[src/rtl/xcc_pkg.sv]
package xcc_pkg;
  typedef enum logic [1:0] {
    MODE_NORMAL = 2'd0,
    MODE_REPEAT = 2'd1,
    MODE_BLOCK  = 2'd2,
    MODE_ALT    = 2'd3
  } xfer_mode_e;

  typedef enum logic [1:0] {
    REG_CNT_A  = 2'd0,
    REG_CNT_B  = 2'd1,
    REG_ENABLE = 2'd2,
    REG_NONE   = 2'd3
  } reg_sel_e;
endpackage

[src/rtl/xcc_step_a.sv]
module xcc_step_a #(
  parameter int W = 16
) (
  input  logic [W-1:0] cnt,
  input  logic         split,
  output logic [W-1:0] nxt,
  output logic         lo_wrap,
  output logic         full_end
);
  localparam int H = W / 2;

  function automatic logic [H-1:0] step_lo(input logic [H-1:0] lo, input logic [H-1:0] hi);
    return (lo == H'(1)) ? hi : lo - H'(1);
  endfunction

  function automatic logic [W-1:0] step_full(input logic [W-1:0] v);
    return v - W'(1);
  endfunction

  logic [H-1:0] lo_part, hi_part;
  assign lo_part  = cnt[H-1:0];
  assign hi_part  = cnt[W-1:H];
  assign lo_wrap  = (lo_part == H'(1));
  assign full_end = (cnt == W'(1));
  assign nxt      = split ? {hi_part, step_lo(lo_part, hi_part)} : step_full(cnt);
endmodule

[src/rtl/xcc_step_b.sv]
module xcc_step_b #(
  parameter int W = 16
) (
  input  logic [W-1:0] cnt,
  input  logic         take,
  output logic [W-1:0] nxt,
  output logic         last
);
  function automatic logic [W-1:0] dec(input logic [W-1:0] v);
    return v - W'(1);
  endfunction

  assign nxt  = take ? dec(cnt) : cnt;
  assign last = take && (cnt == W'(1));
endmodule

[src/rtl/xcc_enable.sv]
module xcc_enable #(
  parameter int N = 8,
  localparam int IW = (N > 1) ? $clog2(N) : 1
) (
  input  logic          clk,
  input  logic          rst_n,
  input  logic          wr_en,
  input  logic [N-1:0]  wr_bits,
  input  logic          clr_en,
  input  logic [IW-1:0] clr_idx,
  output logic [N-1:0]  bits
);
  for (genvar i = 0; i < N; i++) begin : g_bit
    always_ff @(posedge clk or negedge rst_n) begin
      if (!rst_n)                                bits[i] <= 1'b0;
      else if (wr_en)                            bits[i] <= wr_bits[i];
      else if (clr_en && (clr_idx == IW'(i)))    bits[i] <= 1'b0;
    end
  end
endmodule

[src/rtl/xfer_count_ctrl.sv]
module xfer_count_ctrl #(
  parameter int CNT_W = 16,
  parameter int SRC_N = 8,
  localparam int SRC_W = (SRC_N > 1) ? $clog2(SRC_N) : 1
) (
  input  logic             clk,
  input  logic             rst_n,
  input  logic             host_we,
  input  logic [1:0]       host_addr,
  input  logic [CNT_W-1:0] host_wdata,
  output logic [CNT_W-1:0] host_rdata,
  input  logic [1:0]       mode,
  input  logic             disable_sel,
  input  logic             done_valid,
  input  logic [SRC_W-1:0] done_src,
  output logic             end_pulse,
  output logic             cpu_irq,
  output logic [SRC_N-1:0] enable_bits
);
  import xcc_pkg::*;

  xfer_mode_e mode_e;
  reg_sel_e   sel_e;
  assign mode_e = xfer_mode_e'(mode);
  assign sel_e  = reg_sel_e'(host_addr);

  logic [CNT_W-1:0] cnt_a, cnt_b, a_nxt, b_nxt;
  logic             split, is_block, lo_wrap, full_end, b_last;

  // named internal events
  logic fire, ended, raise;

  assign split    = (mode_e == MODE_REPEAT) || (mode_e == MODE_BLOCK);
  assign is_block = (mode_e == MODE_BLOCK);

  xcc_step_a #(.W(CNT_W)) u_step_a (
    .cnt(cnt_a), .split(split), .nxt(a_nxt), .lo_wrap(lo_wrap), .full_end(full_end)
  );

  xcc_step_b #(.W(CNT_W)) u_step_b (
    .cnt(cnt_b), .take(is_block && lo_wrap), .nxt(b_nxt), .last(b_last)
  );

  assign fire  = done_valid && !host_we && enable_bits[done_src];
  assign ended = is_block ? b_last : (!split && full_end);
  assign raise = ended || disable_sel;

  always_ff @(posedge clk or negedge rst_n) begin
    if (!rst_n) begin
      cnt_a <= '0;
      cnt_b <= '0;
    end else begin
      if (host_we && sel_e == REG_CNT_A) cnt_a <= host_wdata;
      else if (fire)                     cnt_a <= a_nxt;
      if (host_we && sel_e == REG_CNT_B) cnt_b <= host_wdata;
      else if (fire)                     cnt_b <= b_nxt;
    end
  end

  always_ff @(posedge clk or negedge rst_n) begin
    if (!rst_n) begin
      end_pulse <= 1'b0;
      cpu_irq   <= 1'b0;
    end else begin
      end_pulse <= fire && ended;
      cpu_irq   <= fire && raise;
    end
  end

  xcc_enable #(.N(SRC_N)) u_enable (
    .clk(clk),
    .rst_n(rst_n),
    .wr_en(host_we && sel_e == REG_ENABLE),
    .wr_bits(host_wdata[SRC_N-1:0]),
    .clr_en(fire && raise),
    .clr_idx(done_src),
    .bits(enable_bits)
  );

  always_comb begin
    unique case (sel_e)
      REG_CNT_A:  host_rdata = cnt_a;
      REG_CNT_B:  host_rdata = cnt_b;
      REG_ENABLE: host_rdata = CNT_W'(enable_bits);
      default:    host_rdata = '0;
    endcase
  end
endmodule

[config.mk]
export PLATFORM = sky130hd
export DESIGN_NAME = xfer_count_ctrl
export DESIGN_NICKNAME = d
export VERILOG_FILES = /design/src/rtl/xcc_pkg.sv /design/src/rtl/xcc_step_a.sv /design/src/rtl/xcc_step_b.sv /design/src/rtl/xcc_enable.sv /design/src/rtl/xfer_count_ctrl.sv
export SDC_FILE = /design/constraint.sdc
export NUM_CORES = 1
export LEC_CHECK = 0
export BUFFER_PORTS_ARGS = -buffer_cell sky130_fd_sc_hd__buf_2
export CAP_MARGIN = 10
export CORE_MARGIN = 2
export CORE_UTILIZATION = 57
export CTS_BUF_LIST = sky130_fd_sc_hd__clkbuf_16
export CTS_CLUSTER_DIAMETER = 120
export CTS_CLUSTER_SIZE = 20
export DETAILED_ROUTE_END_ITERATION = 8
export PLACE_DENSITY_LB_ADDON = 0.15
export SYNTH_ARGS = -nofsm -noshare
export SYNTH_HDL_FRONTEND = slang
export SYNTH_HIERARCHICAL = 1
export SYNTH_SLANG_ARGS = --single-unit
[constraint.sdc]
create_clock -name clk -period 3.16 [get_ports clk]
set_input_delay 0 -clock clk [delete_from_list [all_inputs] [get_ports clk]]
set_output_delay 0 -clock clk [all_outputs]
set_load 0.02 [all_outputs]
==> results.md <==
* Status: complete, no violations
* Yosys warning total at 6
* I/O pins at 54
* DR vias/cell at 6.31
* Synth Area in Adders at 1.92%
* Buffers and inverters on the worst path at 2
* Most common cell in the netlist: dfrtp_1
* Synth top cells by count: dfrtp_1 (42), nor2_1 (28), or2_2 (26)
* Hold Vio Cnt, Final at 0
* DP Area at 3520 um2
* Simple-gate share of the synthesized area at 27.7%
* Cells after Synth at 333
* Core box area at 5510 um2
* Syn_nets at 366
* Max-slew violation count at 0
* Die Span Y at 79.6 um
* Clk Latency, worst-skew pair at 280 ps
* Crit Path Category: reg -> reg
* Die Width at 79.6 um
* Final Cycle Share at 90.7%
* Detail Route Antenna Nets at 0
* CP Launch Type: flip-flop
* Grt ovf at 0
* Number of global-route vias before repair at 2818
* Synth top area share at 32.3%
* Critical-path maximum fanout at 9
* Worst vdd ir at 0.311 mV
* Largest family of logic cells by synthesized area: simple AND/OR/NAND/NOR gates
* Number of synthesized flops with an enable pin at 0
* First-pass GRT wire length at 14500 um
* Clk sinks at 42
* Pwr Density at 592 nW/um2
* Hold crit path type: in -> reg
* Critical Path RT at 3330 ps
* Max incr delay on CP at 430 ps
* Largest net degree at the start of global routing at 43
* Postcts setup bufs at 0
* H-Tree Level Count at 2
* Leakage power at 0.00155 uW
* Final Skew at 8.85 ps
* Asr flop ratio synth at 100%
* Multiplexer share of the synthesized area at 7.22%
* Core Rows at 27
* Post-Route Setup TNS at 0 ps
* Post-Syn Area at 3260 um2
* Total power at 2220 uW
* DRT Pass-1 Iters at 4
* Hold Worst Slack at 16.0 ps
* Final Net Count at 418
* Post-synth top area cell: dfrtp_1
* Slew margin rel. at 37.4%
* Post-synthesis xor/xnor area fraction at 6.99%
* Crit. End Element: flip-flop
* GPL Wtd Cong at 0.861
* Finished Layout Cells at 458
* Fin crit period at 2860 ps
* CP cell instances: inv_1 > ha_1 > nor2b_1 > and3_1 > and2_1 > nor4b_1 > nand3_1 > nor4_1 > a21oi_1 > a21oi_1 > buf_4 > nor4b_1 > o21ai_1
* Routed WL at 8880 um
* Fraction of layout cells with a size suffix above 1 at 35.5%
* Critical path arrival at 3030 ps
* Setup repair after global routing missed its margin: no
* Post-CTS resize count at 0
* Actual slew at the worst max-slew pin at 939 ps
* Slowest-stage cell, CP: dfrtp_1
* Clock edge transition at the registers on the reported setup and hold paths at 70 ps
* Final instance area at 3750 um2
* # setup viols final at 0
* Max Buffers Root-to-Sink at 2
* Die ar. at 6330 um2
* Placed cells at 444
* Fmax at 349 MHz
* Area Growth Syn to Fin at 15.1%
* Max-Cap Viols at 0
* Compound-Gate Fraction of Synth Area at 19.8%
* Total Routing Usage GR at 29.7%
* Placed wire-length estimate at 6300 um
* Critical path's top delay family: simple AND/OR/NAND/NOR gates
* Vias after detailed routing at 2891
* CTS tree: done
* Sequential fraction of the synthesis area at 32.3%
* N_diodes at 0
* Distinct cell type count after synthesis at 55
* Ranking of synthesized cells by area: dfrtp_1 (32%), o221a_2 (8.6%), mux2i_1 (5.8%), or2_2 (5.0%), xor2_1 (4.6%)
* I/O Buffers at 53
* Main synth FF type: dfrtp_1
* DRC violations left at 0
* Initial antenna violation count at 0
* Starting Density at 59.1%
* Avg Cell Area, Syn at 9.78 um2
* Num CTS Buffers at 5
* Hold_buf cts at 6
* Number of register bits inferred by synthesis at 42
* Avg WL per Cell at 19.4 um
* Initial drt markers at 176
* Clock Tree Root: clkbuf_16
==> stage by stage <==
| stage | utilization [%] | worst slack, ps |
|---|---|---|
| 3_3_place_gp | 64.0 | 481 |
| 2_1_floorplan | - | 562 |
| 6_report | 68.1 | 295 |
| 4_1_cts | 68.1 | 346 |
| 5_1_grt | 68.1 | 54.2 |
| 3_5_place_dp | 64.0 | 392 |
==> layer usage <==
| metal | part of all wire (%) | vias to the layer above | global-route usage [%] | routed length, um |
|---|---|---|---|---|
| li1 | - | 1342 | - | - |
| met1 | 44 | 1414 | 40.5 | 3890 |
| met2 | 47 | 112 | 48.3 | 4170 |
| met3 | 6.3 | 23 | 3.85 | 563 |
| met4 | 2.9 | 0 | 10.7 | 259 |
| met5 | 0 | - | 0 | 0 |
==> final timing paths <==
check / slack, ps / endpoint / depth (start not counted) / startpoint
hold reg to reg: 600 / u_enable/bits[0]$_DFFE_PN0P_ / 2 / u_enable/bits[0]$_DFFE_PN0P_
hold / removal: 20 / cnt_a[15]$_DFFE_PN0P_ / 3 / host_wdata[15]
setup / recovery: 300 / u_enable/bits[0]$_DFFE_PN0P_ / 13 / cnt_a[1]$_DFFE_PN0P_
setup reg to reg: 300 / u_enable/bits[0]$_DFFE_PN0P_ / 13 / cnt_a[1]$_DFFE_PN0P_
min in group asynchronous: 410 / cnt_a[7]$_DFFE_PN0P_ / 2 / rst_n
max in group asynchronous: 2160 / cnt_a[2]$_DFFE_PN0P_ / 2 / rst_n
==> cell type report <==
type	instances	area, um2
Clock buffer	5	125
Clock inverter	3	41.3
Fill cell	456	1760
Inverter	8	30.0
Multi-Input combinational cell	267	2070
Sequential cell	42	1050
Tap cell	72	90.1
Timing Repair Buffer	61	340
==> tightest hold or removal path: stages <==
cell	delay, ps
buf_2	120
nor2_1	100
a31oi_1	50
==> placed cells by master, fill, tap and decap left out, types with 7 or more instances in the layout <==
cell type / n
xor2_1: 17
o221a_2: 25
a21oi_1: 7
buf_2: 53
xnor2_1: 9
o21ai_0: 10
or2_2: 26
nand2_1: 19
mux2i_1: 19
nor2_1: 28
dfrtp_1: 42
inv_1: 9
==> registers in the layout (all words and copies together) (netlist names) <==
register and count:
cnt_a 16, u_enable/bits 8, end_pulse 1, cnt_b 16
cpu_irq 1
==> power by group <==
group / leakage, uW / switching [uW] / internal, uW
clock: 0.0000812 / 215 / 370
sequential: 0.000478 / 259 / 667
combinational: 0.000989 / 363 / 345
==> cell families (layout without fill, tap and decap cells) <==
| family | after synthesis | in the layout |
|---|---|---|
| xor+xnor | 26 | 26 |
| fa+ha+maj | 5 | 5 |
| compound gates | 71 | 71 |
| simple gates | 142 | 142 |
| buf+inv | 24 | 77 |
| flops | 42 | 42 |
| mux | 23 | 23 |
No activity file was read; power rests on OpenSTA's default activity.
